===== config.mk =====
export PLATFORM = sky130hd
export DESIGN_NAME = cfg_serial_rx
export DESIGN_NICKNAME = d
export VERILOG_FILES = /design/src/rtl/cfg_rx_pkg.sv /design/src/rtl/cfg_clk_gen.sv /design/src/rtl/cfg_frame_ctl.sv /design/src/rtl/cfg_fwd_pipe.sv /design/src/rtl/cfg_serial_rx.sv
export SDC_FILE = /design/constraint.sdc
export NUM_CORES = 1
export LEC_CHECK = 0
export BUFFER_PORTS_ARGS = -buffer_cell sky130_fd_sc_hd__buf_2
export CAP_MARGIN = 5
export CORE_MARGIN = 2
export CORE_UTILIZATION = 45
export CTS_BUF_LIST = sky130_fd_sc_hd__clkbuf_2 sky130_fd_sc_hd__clkbuf_4 sky130_fd_sc_hd__clkbuf_8
export CTS_CLUSTER_SIZE = 20
export DETAILED_ROUTE_END_ITERATION = 10
export PLACE_DENSITY = 0.58
export SLEW_MARGIN = 20
export SYNTH_ARGS = -nofsm -noshare
export SYNTH_HDL_FRONTEND = slang
export SYNTH_HIERARCHICAL = 1
export SYNTH_SLANG_ARGS = --single-unit

===== constraint.sdc =====
create_clock -name clk_i -period 3.2 [get_ports clk_i]
set_input_delay 0.8 -clock clk_i [delete_from_list [all_inputs] [get_ports clk_i]]
set_output_delay 0.8 -clock clk_i [all_outputs]
set_load 0.02 [all_outputs]

===== src/rtl/cfg_rx_pkg.sv =====
package cfg_rx_pkg;
  typedef enum logic [2:0] {
    ST_SYNC, ST_LEN, ST_OWN, ST_FWD, ST_DRAIN, ST_DONE
  } rx_state_e;
endpackage


===== src/rtl/cfg_clk_gen.sv =====
module cfg_clk_gen (
  input  logic clk_i,
  input  logic rst_ni,
  input  logic run_i,
  output logic cclk_o,
  output logic rise_o,
  output logic fall_o
);
  logic ph_q;

  always_ff @(posedge clk_i or negedge rst_ni) begin
    if (!rst_ni) ph_q <= 1'b0;
    else         ph_q <= ph_q ? 1'b0 : run_i;
  end

  assign cclk_o = ph_q;
  assign rise_o = ~ph_q & run_i;  // cclk rises at the end of this cycle
  assign fall_o = ph_q;

  a_r1_stop_low: assert property (@(posedge clk_i) disable iff (!rst_ni)
    !run_i |=> !cclk_o);
  a_r1_high_one_cycle: assert property (@(posedge clk_i) disable iff (!rst_ni)
    cclk_o |=> !cclk_o);
endmodule


===== src/rtl/cfg_frame_ctl.sv =====
module cfg_frame_ctl
  import cfg_rx_pkg::*;
#(
  parameter int          PRE_W    = 4,
  parameter logic [3:0]  PRE_VAL  = 4'b0010,
  parameter int          LEN_W    = 24,
  parameter int          OWN_BITS = 16,
  parameter int          DRAIN_N  = 2,
  localparam int         IDX_W    = (OWN_BITS > 1) ? $clog2(OWN_BITS) : 1
) (
  input  logic             clk_i,
  input  logic             rst_ni,
  input  logic             rise_i,
  input  logic             fall_i,
  input  logic             bit_i,
  output logic             run_o,
  output logic             done_o,
  output logic             fwd_o,
  output logic             own_we_o,
  output logic [IDX_W-1:0] own_idx_o,
  output logic             own_bit_o
);
  localparam int HDR = PRE_W + LEN_W;
  localparam int DW  = $clog2(DRAIN_N + 1);

  rx_state_e        st_q;
  logic [PRE_W-1:0] sh_q, sh_nx;
  logic [LEN_W-1:0] cnt_q, len_q, cnt_nx, len_nx;
  logic [IDX_W-1:0] idx_q;
  logic [DW-1:0]    drn_q;

  assign sh_nx  = {sh_q[PRE_W-2:0], bit_i};
  assign len_nx = {len_q[LEN_W-2:0], bit_i};
  assign cnt_nx = cnt_q + 1'b1;

  always_comb begin
    unique case (st_q)
      ST_SYNC, ST_LEN, ST_FWD: fwd_o = 1'b1;
      default:                 fwd_o = 1'b0;
    endcase
  end

  assign run_o     = (st_q != ST_DONE);
  assign done_o    = (st_q == ST_DONE);
  assign own_we_o  = rise_i && (st_q == ST_OWN);
  assign own_idx_o = idx_q;
  assign own_bit_o = bit_i;

  always_ff @(posedge clk_i or negedge rst_ni) begin
    if (!rst_ni) begin
      st_q  <= ST_SYNC;
      sh_q  <= '1;
      cnt_q <= '0;
      len_q <= '0;
      idx_q <= '0;
      drn_q <= '0;
    end else begin
      unique case (st_q)
        ST_SYNC: if (rise_i) begin
          sh_q <= sh_nx;
          if (sh_nx == PRE_VAL[PRE_W-1:0]) begin
            cnt_q <= LEN_W'(PRE_W);
            st_q  <= ST_LEN;
          end
        end
        ST_LEN: if (rise_i) begin
          len_q <= len_nx;
          cnt_q <= cnt_nx;
          if (cnt_nx == LEN_W'(HDR))
            st_q <= (len_nx <= LEN_W'(HDR)) ? ST_DRAIN : ST_OWN;
        end
        ST_OWN: if (rise_i) begin
          cnt_q <= cnt_nx;
          idx_q <= idx_q + 1'b1;
          if (cnt_nx == len_q)                        st_q <= ST_DRAIN;
          else if (idx_q == IDX_W'(OWN_BITS - 1))     st_q <= ST_FWD;
        end
        ST_FWD: if (rise_i) begin
          cnt_q <= cnt_nx;
          if (cnt_nx == len_q) st_q <= ST_DRAIN;
        end
        ST_DRAIN: begin
          if (rise_i) drn_q <= drn_q + 1'b1;
          if (fall_i && drn_q == DW'(DRAIN_N)) st_q <= ST_DONE;
        end
        default: ;
      endcase
    end
  end

  a_r5_own_idx_range: assert property (@(posedge clk_i) disable iff (!rst_ni)
    own_we_o |-> (own_idx_o <= IDX_W'(OWN_BITS - 1)));
  a_r8_done_sticky: assert property (@(posedge clk_i) disable iff (!rst_ni)
    done_o |=> done_o);
  a_r3_sync_uncounted: assert property (@(posedge clk_i) disable iff (!rst_ni)
    (st_q == ST_SYNC) |-> (cnt_q == '0));
  a_r9_no_write_after_count: assert property (@(posedge clk_i) disable iff (!rst_ni)
    own_we_o |-> (cnt_q < len_q));
endmodule


===== src/rtl/cfg_fwd_pipe.sv =====
module cfg_fwd_pipe #(
  parameter logic IDLE = 1'b1
) (
  input  logic clk_i,
  input  logic rst_ni,
  input  logic rise_i,
  input  logic fall_i,
  input  logic bit_i,
  input  logic fwd_i,
  input  logic done_i,
  output logic dout_o
);
  logic s1_q, s2_q, dout_q;

  // two rise stages then a fall stage: 1.5 cclk periods
  always_ff @(posedge clk_i or negedge rst_ni) begin
    if (!rst_ni) begin
      s1_q   <= IDLE;
      s2_q   <= IDLE;
      dout_q <= IDLE;
    end else begin
      if (rise_i) begin
        s1_q <= fwd_i ? bit_i : IDLE;
        s2_q <= s1_q;
      end
      if (fall_i) dout_q <= s2_q;
    end
  end

  assign dout_o = dout_q;

  a_r7_dout_on_fall: assert property (@(posedge clk_i) disable iff (!rst_ni)
    !$stable(dout_q) |-> $past(fall_i));
  a_r8_done_idle: assert property (@(posedge clk_i) disable iff (!rst_ni)
    done_i |-> (dout_q == IDLE));
endmodule


===== src/rtl/cfg_serial_rx.sv =====
module cfg_serial_rx #(
  parameter int  LEN_W    = 24,
  parameter int  OWN_BITS = 16,
  localparam int IDX_W    = (OWN_BITS > 1) ? $clog2(OWN_BITS) : 1
) (
  input  logic             clk_i,
  input  logic             rst_ni,
  input  logic             din_i,
  output logic             cclk_o,
  output logic             mem_rst_no,
  output logic             dout_o,
  output logic             cfg_busy_no,
  output logic             done_o,
  output logic             own_we_o,
  output logic [IDX_W-1:0] own_idx_o,
  output logic             own_bit_o
);
  logic run, rise, fall, fwd, done, mem_rst_q;

  always_ff @(posedge clk_i or negedge rst_ni) begin
    if (!rst_ni) mem_rst_q <= 1'b0;
    else         mem_rst_q <= 1'b1;
  end

  cfg_clk_gen u_clk (
    .clk_i, .rst_ni, .run_i(run), .cclk_o, .rise_o(rise), .fall_o(fall)
  );

  cfg_frame_ctl #(
    .PRE_W(4), .PRE_VAL(4'b0010), .LEN_W(LEN_W), .OWN_BITS(OWN_BITS), .DRAIN_N(2)
  ) u_ctl (
    .clk_i, .rst_ni, .rise_i(rise), .fall_i(fall), .bit_i(din_i),
    .run_o(run), .done_o(done), .fwd_o(fwd),
    .own_we_o, .own_idx_o, .own_bit_o
  );

  cfg_fwd_pipe #(.IDLE(1'b1)) u_fwd (
    .clk_i, .rst_ni, .rise_i(rise), .fall_i(fall), .bit_i(din_i),
    .fwd_i(fwd), .done_i(done), .dout_o
  );

  assign mem_rst_no  = mem_rst_q;
  assign done_o      = done;
  assign cfg_busy_no = done;

  a_r10_no_rise_in_mem_rst: assert property (@(posedge clk_i) disable iff (!rst_ni)
    !mem_rst_q |-> !cclk_o);
endmodule


## After elaboration in Yosys (flattened, before gate mapping)

Cells that the tools add are included.
W data, S select, Z words.

- Flip-flop bits (word level): 65
- Input port bits: 3
- Output and inout port bits: 11
- Word-level logic and storage cells: 70

- $add $sub $neg: 3
- Magnitude comparators: 1
- Equality and inequality tests: 21
- Mux-type cells: 19
- Bitwise operators: 2
- Reduce and logical (&&, ||, !) cells: 13

Operator list:

| cell | number |
|---|---|
| $mux W24 | 3 |
| $pmux W24 S2 | 1 |
| $mux W3 | 11 |
| $add A24 B1 Y24 const B | 1 |
| $eq A24 B24 Y1 | 1 |
| $eq A24 B5 Y1 const B | 1 |
| $le A24 B5 Y1 const B | 1 |
| $ne A2 B1 Y1 const B | 9 |
| $pmux W3 S5 | 1 |
| $reduce_and A10 Y1 | 1 |
| $reduce_and A2 Y1 | 4 |
| $eq A3 B2 Y1 const B | 2 |
| $eq A3 B3 Y1 const B | 2 |
| $ne A3 B3 Y1 const B | 2 |
| $reduce_or A3 Y1 | 2 |
| $reduce_bool A5 Y1 | 1 |
| $add A4 B1 Y4 const B | 1 |
| $eq A4 B2 Y1 const B | 1 |
| $eq A4 B4 Y1 const B | 1 |
| $reduce_and A4 Y1 | 1 |
| $eq A3 B1 Y1 const B | 1 |
| $logic_not A3 Y1 | 1 |
| $mux W1 | 3 |
| $add A2 B1 Y2 const B | 1 |
| other kinds (5) | 6 |

## Longest topological paths before layout

Gate-level depths: netlist (run 1).

- Word-level depth: 5
- Depth in mapped cells: 11
- Gate-level depth less buffers: 10

## Hierarchy

The synthesis (run 1) kept the hierarchy.

Modules (own cells, without submodules):

| module | instances | cells an instance | area an instance (sq um) | seq. area each (sq um) |
|---|---|---|---|---|
| cfg_frame_ctl | 1 | 438 | 4011.3 | 1505.2 |
| cfg_fwd_pipe | 1 | 8 | 118.9 | 78.8 |
| cfg_clk_gen | 1 | 3 | 46.3 | 25.0 |
| cfg_serial_rx | 1 | 3 | 36.3 | 25.0 |

## Worst setup path after synthesis (run 1)

OpenSTA, ideal clock, no wires.

- Path kind: register -> register
- From: reg u_ctl.cnt_q[12]
- To: reg u_ctl.st_q[0]
- Setup time: 0.120 ns
- Arrival: 2.808 ns
- Required time: 3.080 ns
- Path slack: 0.272 ns
- Cell stages (with the launch flop): 11
- Path buffers: 2
- Clock period less this slack: 2.928 ns
- Cell sequence: dfrtp_1 -> buf_2 -> nand4_2 -> or4_4 -> buf_6 -> or3_2 -> mux2i_1 -> a2111o_1 -> nor4_2 -> a41oi_1 -> nor2b_1

- Word-level cells in the longest chain between the ends: 5
- Elaborated cells on any way between the ends: 10
- Classes of those cells: add/sub (1); eq/ne (5); mux (3); reduce/logical (1)

RTL lines:

| element | RTL line | text |
|---|---|---|
| from (decl) | cfg_frame_ctl.sv:28 | `logic [LEN_W-1:0] cnt_q, len_q, cnt_nx, len_nx;` |
| from (signal assigned) | cfg_frame_ctl.sv:62 | `cnt_q <= LEN_W'(PRE_W);` |
| from (signal assigned) | cfg_frame_ctl.sv:68 | `cnt_q <= cnt_nx;` |
| from (signal assigned) | cfg_frame_ctl.sv:73 | `cnt_q <= cnt_nx;` |
| $add A24 B1 Y24 * | cfg_frame_ctl.sv:34 | `assign cnt_nx = cnt_q + 1'b1;` |
| $eq A24 B24 Y1 | cfg_frame_ctl.sv:75, cfg_frame_ctl.sv:80 |  |
| $mux W3 | cfg_frame_ctl.sv:75 | `if (cnt_nx == len_q) st_q <= ST_DRAIN;` |
| $mux W3 | cfg_frame_ctl.sv:72 | `ST_OWN: if (rise_i) begin` |
| $pmux W3 S5 | cfg_frame_ctl.sv:58 | `unique case (st_q)` |
| to (signal assigned) | cfg_frame_ctl.sv:70 | `st_q <= (len_nx <= LEN_W'(HDR)) ? ST_DRAIN : ST_OWN;` |
| to (decl) | cfg_frame_ctl.sv:26 | `rx_state_e st_q;` |

Mark *: on every way between the ends. The rest lies on a longest branch, timed or not. The select of a mux whose other input is x is not followed.
A chain may end at the register's enable or synchronous reset.

## Worst setup path in the final report (run 1)

- From: reg u_ctl.cnt_q[7]
- To: reg u_ctl.st_q[2]

Same word-level chain as after synthesis.

==> reports/results.ini, run 1 <==
[outcome]
outcome=finished clean

[power_and_ir_drop]
p_sw_w=0.0003755
clock_power_share=0.511
p_int_w=0.001358
max-vdd-ir-drop_mv=0.2493
power_switching_share=0.2167
power.sequential.fraction=0.474
relative_contribution_of_combinational_cells_to_total_power=0.015
power_w=0.001733
pwr_density_cell_nw_per_um2=367.4
leak_nw=2.042

[sta]
timing.final.setup_violations=0
max_slew_headroom_at_the_worst_pin=0.4574
finalCritPeriodShare=0.9403
grt_setup_unrepaired=no
sum_of_negative_setup_slack_ns=0
timing.final.hold_violations=0
fmaxAchievable_mhz=332.4
tightestPinTransition_ns=0.8139
post-route-min-period_ns=3.009
fin_worst_skew_ns=0.01164
timing.final.max_slew_violations=0

[synth]
ys_top_cells_by_area=sky130_fd_sc_hd__dfrtp_1 (35%), sky130_fd_sc_hd__mux2_2 (7.5%), sky130_fd_sc_hd__xnor2_1 (6.7%)
seq_cells_post_synth=65
synth-seq-area-share=0.3879
postSynth.asyncResetShare=1.000
syn-num-nets=458
synth_top_cell_by_area=sky130_fd_sc_hd__dfrtp_1
postSynth.topFlopCell=sky130_fd_sc_hd__dfrtp_1
synthesis.instances=452
netlist-cell-type-count=64
yosys_warnings=6
synth_enable_flop_cells=0
syn_area_per_cell_sq_um=9.320
synth_largest_type_area_fraction=0.3505
syn-cell-area_sq_um=4213

[floorplanning]
num_rows=35
boundaryPins=14
die_span_in_y_um=100.8
floorplan.core_area_sq_um=9153
initial_core_util=0.4603
floorplan.die.width_um=100.8
dieArea_sq_um=10150

[detailed_routing]
finalWirelength_um=10810
final_routed_drc_violation_total=0
drt_iter0_markers=294
number_of_vias_in_the_routed_layout=3534
detail-route-antenna-nets=0
routed_wire_length_per_instance_um=18.63
vias_per_cell=6.093
first_pass_iters=6

[global_route]
antenna_found_initial=0
grt_overflow_total=0
grtUsageTotal=0.2249
via_count_of_the_first_global_routing_pass=3290
grt_max_degree=34
grt_first_pass_wirelength_um=17650

[setup_path]
cp.required_ns=3.47
cp_common_cell=sky130_fd_sc_hd__buf_4
cp_cell_sequence=nand3_2 -> or4_4 -> buf_4 -> nor3_1 -> buf_4 -> xnor2_1 -> o211ai_1 -> nor4_1 -> mux2i_1 -> o21ai_1
cp_max_fo=15
crit_path_end_kind=register
critical-path-slowest-cell=sky130_fd_sc_hd__or4_4
setup.worst_path.start=u_ctl/cnt_q[7]
critical_path.reg2reg.endpoint=u_ctl/st_q[2]
ff2ff_path_depth=10
critical_path.max_stage_delay_ns=0.52
timing.rr.start=u_ctl/cnt_q[7]
critical_path.startpoint_type=register
reg2reg_setup_slack_ns=0.19
arrival_ns=3.28
criticalPathCategory=register to register
timing.critical_path.to=u_ctl/st_q[2]

[clock_tree]
cts_buffer_depth=2
cts_made_buffers=9
cts-root-buf=sky130_fd_sc_hd__clkbuf_8
clk_pin_slew_ns=0.09
postCtsHoldBufs=0
cts_tree=yes
clock_latency_ns=0.35
ctsHtreeMaxLevel=3
cts_num_sinks=65

[cells_and_area]
final_common_cell=sky130_fd_sc_hd__dfrtp_1
areaGrowthSynthToFinish_pct=11.97
layout-drive-gt1-share=0.2431
layout_fillers=829
design.final.nets=470
regArea_sq_um=1635
layout.cells.most_common_list=sky130_fd_sc_hd__dfrtp_1 (58), sky130_fd_sc_hd__nand2_1 (38), sky130_fd_sc_hd__o21ai_0 (33)
multiInputGateArea_sq_um=2362
n_antenna_cell=0

[placement]
place.port_buffers=13
gp_routability_congestion=0.9283
place.detailed.hpwl_um=7624

[run]
max_cap_viol_count=0

[hold_path]
timing.hold.worst.class=register to register

-- cell usage after synthesis, types with 9 or more instances --
master and count:
sky130_fd_sc_hd__xnor2_1 32, sky130_fd_sc_hd__nand3_1 12, sky130_fd_sc_hd__nand2_1 38, sky130_fd_sc_hd__nor4_1 12, sky130_fd_sc_hd__a31oi_1 9, sky130_fd_sc_hd__and3_1 9, sky130_fd_sc_hd__nand4_1 11, sky130_fd_sc_hd__dfrtp_1 59
sky130_fd_sc_hd__nor2_1 31, sky130_fd_sc_hd__o21ai_0 33, sky130_fd_sc_hd__mux2_2 28, sky130_fd_sc_hd__clkbuf_1 20, sky130_fd_sc_hd__inv_1 11, sky130_fd_sc_hd__xor2_1 11
-- sequential cells by signal, summed over array words and instances (netlist names) --
signal and flops:
u_fwd/s1_q 1, u_ctl/cnt_q 24, u_ctl/own_idx_o 4, mem_rst_no 1, u_clk/cclk_o 1, u_fwd/s2_q 1, u_ctl/len_q 24, u_ctl/sh_q 3
u_ctl/st_q 3, u_ctl/drn_q 2, u_fwd/dout_o 1
-- cells by family (layout without fill, tap and decap cells) --
| group | after synthesis | in the layout | share of synthesized area |
|---|---|---|---|
| and+or+nand+nor | 160 | 160 | 0.2100 |
| AOI/OAI and AO/OA | 96 | 96 | 0.1533 |
| DFF | 65 | 65 | 0.3879 |
| buffers and inverters | 50 | 67 | 0.05643 |
| xor gates and xnor gates | 44 | 44 | 0.09474 |
| muxes | 33 | 33 | 0.08791 |
| adders and majority gates | 3 | 3 | 0.008911 |
| other | 1 | 1 | 0.0008901 |
-- worst max-delay path: cells and delay by family (launching register included) --
family | cells | cell delay [ns]
AOI/OAI and AO/OA | 2 | 0.26
xor gates and xnor gates | 1 | 0.16
buffers and inverters | 2 | 0.42
DFF | 1 | 0.46
muxes | 1 | 0.14
and+or+nand+nor | 4 | 1.48
-- power by group through the flow --
stage / registers [W] / clock network [W] / logic [W]
after floorplan: 0.000839 / 0 / 0.00000219
after global placement: 0.000838 / 0 / 0.0000266
after detailed placement: 0.000838 / 0 / 0.0000274
after CTS: 0.000822 / 0.000907 / 0.0000274
after global routing: 0.000822 / 0.000947 / 0.0000300
final: 0.000822 / 0.000886 / 0.0000253
-- final cells by class --
type / instances / area share
Clock buffer: 10 / 0.02785
Inverter: 11 / 0.008753
Tap cell: 111 / 0.02944
Clock inverter: 6 / 0.02440
Timing Repair Buffer: 40 / 0.06207
Multi-Input combinational cell: 337 / 0.5008
Sequential cell: 65 / 0.3467
-- timing repair --
item,CTS,global route
setup buffers,0,0
endpoints found under the hold margin,0,0
setup endpoints to repair,0,3
resized for setup,0,3
-- worst min-delay path by stage --
stage	endpoint	cells after the start	from
after floorplan	u_ctl/drn_q[0]	1	u_ctl/drn_q[0]
after global placement	u_ctl/drn_q[0]	1	u_ctl/drn_q[0]
after detailed placement	u_ctl/drn_q[0]	1	u_ctl/drn_q[0]
after CTS	u_ctl/drn_q[0]	1	u_ctl/drn_q[0]
after global routing	u_ctl/drn_q[0]	1	u_ctl/drn_q[0]
final	u_ctl/drn_q[0]	1	u_ctl/drn_q[0]
-- layer usage --
layer / GRT usage / routed length (um) / vias up
li1: - / - / 1662
met1: 0.3147 / 4942 / 1726
met5: 0 / 0 / -
met4: 0.09062 / 252 / 0
met2: 0.3472 / 5060 / 123
met3: 0.03745 / 551 / 23
-- per-stage QoR --
step	util	setup slack, ns	cell area [sq um]	instances	hold WS, ns
floorplan	-	0.2719	4213	452	0.4465
global placement	0.4867	0.2126	4454	564	0.4611
detailed placement	0.4867	0.1013	4454	564	0.4701
CTS	0.5136	0.06005	4701	580	0.4845
global route	0.5154	0.03602	4717	580	0.5142
finish	0.5154	0.1912	4717	580	0.4826
(Power assumes the default switching activity.)
==> inputs of run 2 (changes only) <==
--- a/config.mk
+++ b/config.mk
@@ -8,10 +8,12 @@
 export BUFFER_PORTS_ARGS = -buffer_cell sky130_fd_sc_hd__buf_2
 export CAP_MARGIN = 5
+export CELL_PAD_IN_SITES_DETAIL_PLACEMENT = 0
+export CELL_PAD_IN_SITES_GLOBAL_PLACEMENT = 2
 export CORE_MARGIN = 2
-export CORE_UTILIZATION = 45
+export CORE_UTILIZATION = 41
 export CTS_BUF_LIST = sky130_fd_sc_hd__clkbuf_2 sky130_fd_sc_hd__clkbuf_4 sky130_fd_sc_hd__clkbuf_8
 export CTS_CLUSTER_SIZE = 20
 export DETAILED_ROUTE_END_ITERATION = 10
-export PLACE_DENSITY = 0.58
+export PLACE_DENSITY = 0.78
 export SLEW_MARGIN = 20
 export SYNTH_ARGS = -nofsm -noshare
==> constraint.sdc (replaced) <==
create_clock -name clk_i -period 3.2 [get_ports clk_i]
set_input_delay 0.64 -clock clk_i [delete_from_list [all_inputs] [get_ports clk_i]]
set_output_delay 0.64 -clock clk_i [all_outputs]
set_load 0.02 [all_outputs]
==> reports/results.ini, run 2 (synthesis gave the netlist of run 1 again) <==
[power_and_ir_drop]
pwr_density_cell_nw_per_um2=330.8  ; was 367.4 nW/um^2
max-vdd-ir-drop_mv=0.2411  ; was 0.2493 mV
leak_nw=2.023  ; was 2.042 nW

[placement]
place.detailed.hpwl_um=7972  ; was 7624 um
place.port_buffers=13  ; unchanged
gp_routability_congestion=0.8737  ; was 0.9283
post-place-cells=590  ; was 564

[cells_and_area]
biggestRegsByFlops=u_ctl/cnt_q (24), u_ctl/len_q (24), u_ctl/own_idx_o (4)  ; unchanged
areaGrowthSynthToFinish_pct=11.35  ; was 11.97%
layout_fillers=999  ; was 829
final_common_cell=sky130_fd_sc_hd__dfrtp_1  ; unchanged
n_antenna_cell=0  ; unchanged
layout-drive-gt1-share=0.2426  ; was 0.2431
layout.cells.most_common_list=sky130_fd_sc_hd__dfrtp_1 (59), sky130_fd_sc_hd__nand2_1 (38), sky130_fd_sc_hd__o21ai_0 (33)  ; was sky130_fd_sc_hd__dfrtp_1 (58), sky130_fd_sc_hd__nand2_1 (38), sky130_fd_sc_hd__o21ai_0 (33)
design.final.nets=471  ; was 470
instances_no_fill=606  ; was 580

[setup_path]
path_delay_family=simple AND/OR/NAND/NOR gates  ; unchanged
critPathBufInv=0  ; was 2
arrival_ns=3.22  ; was 3.28 ns
criticalPathCategory=register to register  ; unchanged
critical_path.max_stage_delay_ns=0.55  ; was 0.52 ns
cp_cell_sequence=nand4_2 -> or4_4 -> or3_2 -> mux2i_1 -> a2111o_1 -> nor4_4 -> a41oi_1 -> nor2b_1  ; was nand3_2 -> or4_4 -> buf_4 -> nor3_1 -> buf_4 -> xnor2_1 -> o211ai_1 -> nor4_1 -> mux2i_1 -> o21ai_1
critical_path.startpoint_type=register  ; unchanged
cp.required_ns=3.44  ; was 3.47 ns
cp_max_fo=6  ; was 15
critical-path-slowest-cell=sky130_fd_sc_hd__or3_2  ; was sky130_fd_sc_hd__or4_4
crit_path_end_kind=register  ; unchanged

[sta]
grt_setup_unrepaired=no  ; unchanged
fin_worst_skew_ns=0.007345  ; was 0.01164 ns
post-route-min-period_ns=2.981  ; was 3.009 ns
timing.final.hold_violations=0  ; unchanged
timing.final.setup_violations=0  ; unchanged
timing.final.max_slew_violations=0  ; unchanged
sum_of_negative_setup_slack_ns=0  ; unchanged
max_slew_headroom_at_the_worst_pin=0.3075  ; was 0.4574
tightestPinTransition_ns=1.039  ; was 0.8139 ns
finalCritPeriodShare=0.9317  ; was 0.9403
fmaxAchievable_mhz=335.4  ; was 332.4 MHz

[detailed_routing]
finalWirelength_um=10950  ; was 10810 um
first_pass_iters=4  ; was 6
route.met2.wl_um=4965  ; was 5060 um
detail-route-antenna-nets=0  ; unchanged
number_of_vias_in_the_routed_layout=3439  ; was 3534
wl_met1_um=5103  ; was 4942 um
top_layer=met4  ; unchanged
final_routed_drc_violation_total=0  ; unchanged
vias_per_cell=5.675  ; was 6.093
drt_iter0_markers=158  ; was 294
routed_wire_length_per_instance_um=18.07  ; was 18.63 um
detailroute.wirelength.met3_um=589  ; was 551 um

[global_route]
grt_overflow_total=0  ; unchanged
grt_max_degree=36  ; was 34
via_count_of_the_first_global_routing_pass=3353  ; was 3290
grtUsageTotal=0.2109  ; was 0.2249
grt_first_pass_wirelength_um=18090  ; was 17650 um
antenna_found_initial=0  ; unchanged

[floorplanning]
floorplan.die.width_um=105.4  ; was 100.8 um
initial_core_util=0.4155  ; was 0.4603
num_rows=37  ; was 35
dieArea_sq_um=11100  ; was 10150 sq um
floorplan.core_area_sq_um=10140  ; was 9153 sq um
die_span_in_y_um=105.4  ; was 100.8 um
boundaryPins=14  ; unchanged

[outcome]
outcome=finished clean  ; unchanged

[clock_tree]
cts-root-buf=sky130_fd_sc_hd__clkbuf_8  ; unchanged
cts_num_sinks=65  ; unchanged
clk_pin_slew_ns=0.08  ; was 0.09 ns
clock_latency_ns=0.35  ; about the same
cts_made_buffers=9  ; unchanged
cts_buffer_depth=2  ; unchanged
cts_tree=yes  ; unchanged
cts_setup_buffers=0  ; unchanged
ctsHtreeMaxLevel=3  ; unchanged

[run]
max_cap_viol_count=0  ; unchanged

[hold_path]
timing.hold.worst.class=input port to async pin  ; was register to register

run 2: area by class of cell:
type / count / area (sq um) / area share
clock buffers: 11 / 138.9 / 0.02961
clock inverters: 5 / 56.30 / 0.01200
inverters: 11 / 41.29 / 0.008802
multi-input cells: 337 / 2362 / 0.5036
flip-flops and latches: 65 / 1634 / 0.3484
well taps: 136 / 170.2 / 0.03628
repair buffers: 41 / 287.8 / 0.06135
run 2: worst register-to-register path, stage by stage (launching register included):
cell                       delay, ns
sky130_fd_sc_hd__dfrtp_1        0.47
sky130_fd_sc_hd__nand4_2        0.17
sky130_fd_sc_hd__or4_4          0.54
sky130_fd_sc_hd__or3_2          0.55
sky130_fd_sc_hd__mux2i_1        0.14
sky130_fd_sc_hd__a2111o_1       0.38
sky130_fd_sc_hd__nor4_4         0.33
sky130_fd_sc_hd__a41oi_1        0.14
sky130_fd_sc_hd__nor2b_1        0.15
run 2: worst paths after layout:
check	startpoint	endpoint	slack, ns	cells past startpoint
min in group clk_i	u_ctl/drn_q[0]	u_ctl/drn_q[0]	0.47	1
min reg2reg	u_ctl/drn_q[0]	u_ctl/drn_q[0]	0.47	1
max reg2reg	u_ctl/cnt_q[11]	u_ctl/st_q[0]	0.22	8
max in group asynchronous	rst_ni	u_ctl/len_q[15]	2.21	2
min	rst_ni	u_ctl/cnt_q[9]	0.34	1
max	u_ctl/cnt_q[11]	u_ctl/st_q[0]	0.22	8
run 2: layer usage:
metal,vias to the layer above,global-route usage
li1,1669,-
met1,1654,0.2912
met2,92,0.3281
met3,24,0.02783
met4,0,0.09810
met5,-,0
run 2: per-stage QoR:
| stage | setup WS (ns) | power, W | area, sq um | utilization | hold WS (ns) |
|---|---|---|---|---|---|
| 4_1_cts | 0.1742 | 0.001578 | 4682 | 0.4618 | 0.3564 |
| 3_3_place_gp | 0.2734 | 0.0008637 | 4487 | 0.4426 | 0.4653 |
| 5_1_grt | 0.02571 | 0.001614 | 4691 | 0.4627 | 0.3847 |
| 6_report | 0.2187 | 0.001552 | 4691 | 0.4627 | 0.3429 |
| 3_5_place_dp | 0.1986 | 0.0008640 | 4487 | 0.4426 | 0.4668 |
| 2_1_floorplan | 0.2719 | 0.0008411 | 4213 | - | 0.3444 |
run 2: timing repair:
| item | CTS | global route |
|---|---|---|
| hold buffers | 0 | 0 |
| gates resized for setup | 0 | 1 |
| setup endpoints to repair | 0 | 1 |
run 2: power by group:
| group | switching [W] | internal [W] | total [W] |
|---|---|---|---|
| clock network | 0.000329 | 0.000376 | 0.000705 |
| logic | 0.0000198 | 0.00000435 | 0.0000242 |
| registers | 0.0000000990 | 0.000822 | 0.000822 |
==> inputs of run 3 (changes only) <==
GPL_TIMING_DRIVEN = 1   (was not set)
RECOVER_POWER = 50   (was not set)
==> reports/results.ini, run 3 (synthesis gave the netlist of run 1 again) <==
[outcome]
violations=max-capacitance violations, max-slew violations
outcome=complete, but fails checks  ; was finished clean

[setup_path]
criticalPathCategory=register to register  ; unchanged
critical_path.startpoint_type=register  ; unchanged
ff2ff_path_depth=8  ; unchanged
cp_max_fo=6  ; unchanged
cp.required_ns=3.43  ; was 3.44 ns
crit_path_end_kind=register  ; unchanged
arrival_ns=3.23  ; was 3.22 ns

[power_and_ir_drop]
pwr_density_cell_nw_per_um2=331.9  ; was 330.8 nW/um^2
leak_nw=2.007  ; was 2.023 nW
power_w=0.001550  ; was 0.001552 W
max-vdd-ir-drop_mv=0.2408  ; was 0.2411 mV

[clock_tree]
cts_buffer_depth=2  ; unchanged
cts_num_sinks=65  ; unchanged
ctsHtreeMaxLevel=3  ; unchanged
cts_made_buffers=9  ; unchanged
cts_tree=yes  ; unchanged
cts_setup_buffers=0  ; unchanged
cts-root-buf=sky130_fd_sc_hd__clkbuf_8  ; unchanged
clock_latency_ns=0.35  ; about the same
clk_pin_slew_ns=0.07  ; was 0.08 ns

[detailed_routing]
number_of_vias_in_the_routed_layout=3439  ; unchanged
vias_per_cell=5.675  ; unchanged
detail-route-antenna-nets=0  ; unchanged
final_routed_drc_violation_total=0  ; unchanged
routed_wire_length_per_instance_um=18.09  ; was 18.07 um
drt_iter0_markers=156  ; was 158
first_pass_iters=4  ; unchanged
finalWirelength_um=10960  ; was 10950 um

[sta]
setup_slack_ns=0.2053  ; was 0.2187 ns
timing.final.hold_violations=0  ; unchanged
finalCritPeriodShare=0.9358  ; was 0.9317
fin_worst_skew_ns=0.009587  ; was 0.007345 ns
tightestPinTransition_ns=1.666  ; was 1.039 ns
sum_of_negative_setup_slack_ns=0  ; unchanged
grt_setup_unrepaired=no  ; unchanged
post-route-min-period_ns=2.995  ; was 2.981 ns
max_slew_headroom_at_the_worst_pin=-0.1106  ; was 0.3075
fmaxAchievable_mhz=333.9  ; was 335.4 MHz
timing.final.setup_violations=0  ; unchanged
timing.final.max_slew_violations=32  ; was 0

[placement]
place.port_buffers=13  ; unchanged
detailedPlace.worstSlack_ns=0.1986  ; unchanged
post-place-cells=590  ; unchanged
place.detailed.hpwl_um=7972  ; unchanged
gp_routability_congestion=0.8737  ; unchanged

[global_route]
grt_overflow_total=0  ; unchanged
grt_first_pass_wirelength_um=18090  ; unchanged
via_count_of_the_first_global_routing_pass=3353  ; unchanged
grt_max_degree=36  ; unchanged
antenna_found_initial=0  ; unchanged
grtUsageTotal=0.2109  ; unchanged

[run]
max_cap_viol_count=1  ; was 0

[floorplanning]
floorplan.die.width_um=105.4  ; unchanged
die_span_in_y_um=105.4  ; unchanged
initial_core_util=0.4155  ; unchanged
dieArea_sq_um=11100  ; unchanged
floorplan.core_area_sq_um=10140  ; unchanged
boundaryPins=14  ; unchanged
num_rows=37  ; unchanged

[cells_and_area]
layout_fillers=999  ; unchanged
biggestRegsByFlops=u_ctl/cnt_q (24), u_ctl/len_q (24), u_ctl/own_idx_o (4)  ; unchanged
layout.cells.most_common_list=sky130_fd_sc_hd__dfrtp_1 (59), sky130_fd_sc_hd__nand2_1 (38), sky130_fd_sc_hd__o21ai_0 (33)  ; unchanged
areaGrowthSynthToFinish_pct=10.84  ; was 11.35%
final_common_cell=sky130_fd_sc_hd__dfrtp_1  ; unchanged
design.final.nets=471  ; unchanged
n_antenna_cell=0  ; unchanged
layout-drive-gt1-share=0.2362  ; was 0.2426
finish.utilization=0.4606  ; was 0.4627
instances_no_fill=606  ; unchanged

[hold_path]
hold-path-cell-count=1
timing.hold.worst.class=register to register  ; was input port to async pin

## run 3: worst paths after layout
check	from	end	slack (ns)
setup reg to reg	u_ctl/cnt_q[11]	u_ctl/st_q[0]	0.21
hold / removal	u_ctl/drn_q[0]	u_ctl/drn_q[0]	0.47
setup / recovery	u_ctl/cnt_q[11]	u_ctl/st_q[0]	0.21
min in group asynchronous	rst_ni	u_ctl/cnt_q[9]	0.71
max in group asynchronous	rst_ni	u_ctl/len_q[15]	0.82
hold reg to reg	u_ctl/drn_q[0]	u_ctl/drn_q[0]	0.47
## run 3: layer usage
metal	share of wire	vias up	global-route usage
met4	0.026	0	0.09810
met3	0.037	24	0.02783
met5	0	-	0
met1	0.48	1669	0.2912
met2	0.46	80	0.3281
li1	-	1666	-
## run 3: stage by stage
step | hold WS (ns) | cell area, sq um
floorplan | 0.3444 | 4213
global placement | 0.4653 | 4487
detailed placement | 0.4668 | 4487
CTS | 0.3564 | 4682
global route | 0.4896 | 4669
finish | 0.4739 | 4669
## run 3: area by class of cell
class,count,area [sq um],area share
clock buffer,11,138.9,0.02974
multi-input combinational,337,2359,0.5051
tap,136,170.2,0.03644
timing repair buffer,41,270.3,0.05788
inverter,11,41.29,0.008842
sequential,65,1634,0.3499
clock inverter,5,56.30,0.01206
## run 3: power breakdown
part / switching [W] / total (W) / internal, W
Combinational: 0.0000194 / 0.0000213 / 0.00000185
Sequential: 0.000000123 / 0.000822 / 0.000822
Clock: 0.000331 / 0.000707 / 0.000376
## run 3: repair_timing
item / in CTS / in global routing
gates resized for setup: 0 / 1
setup endpoints to repair: 0 / 1
hold buffers: 0 / 0
## run 3: critical path: stages, from the launching register on
cell and delay, ns:
sky130_fd_sc_hd__dfrtp_1 0.47, sky130_fd_sc_hd__nand4_2 0.18, sky130_fd_sc_hd__or4_4 0.54, sky130_fd_sc_hd__or3_2 0.55, sky130_fd_sc_hd__mux2i_1 0.15, sky130_fd_sc_hd__a2111o_1 0.38
sky130_fd_sc_hd__nor4_4 0.33, sky130_fd_sc_hd__a41oi_1 0.14, sky130_fd_sc_hd__nor2b_1 0.15
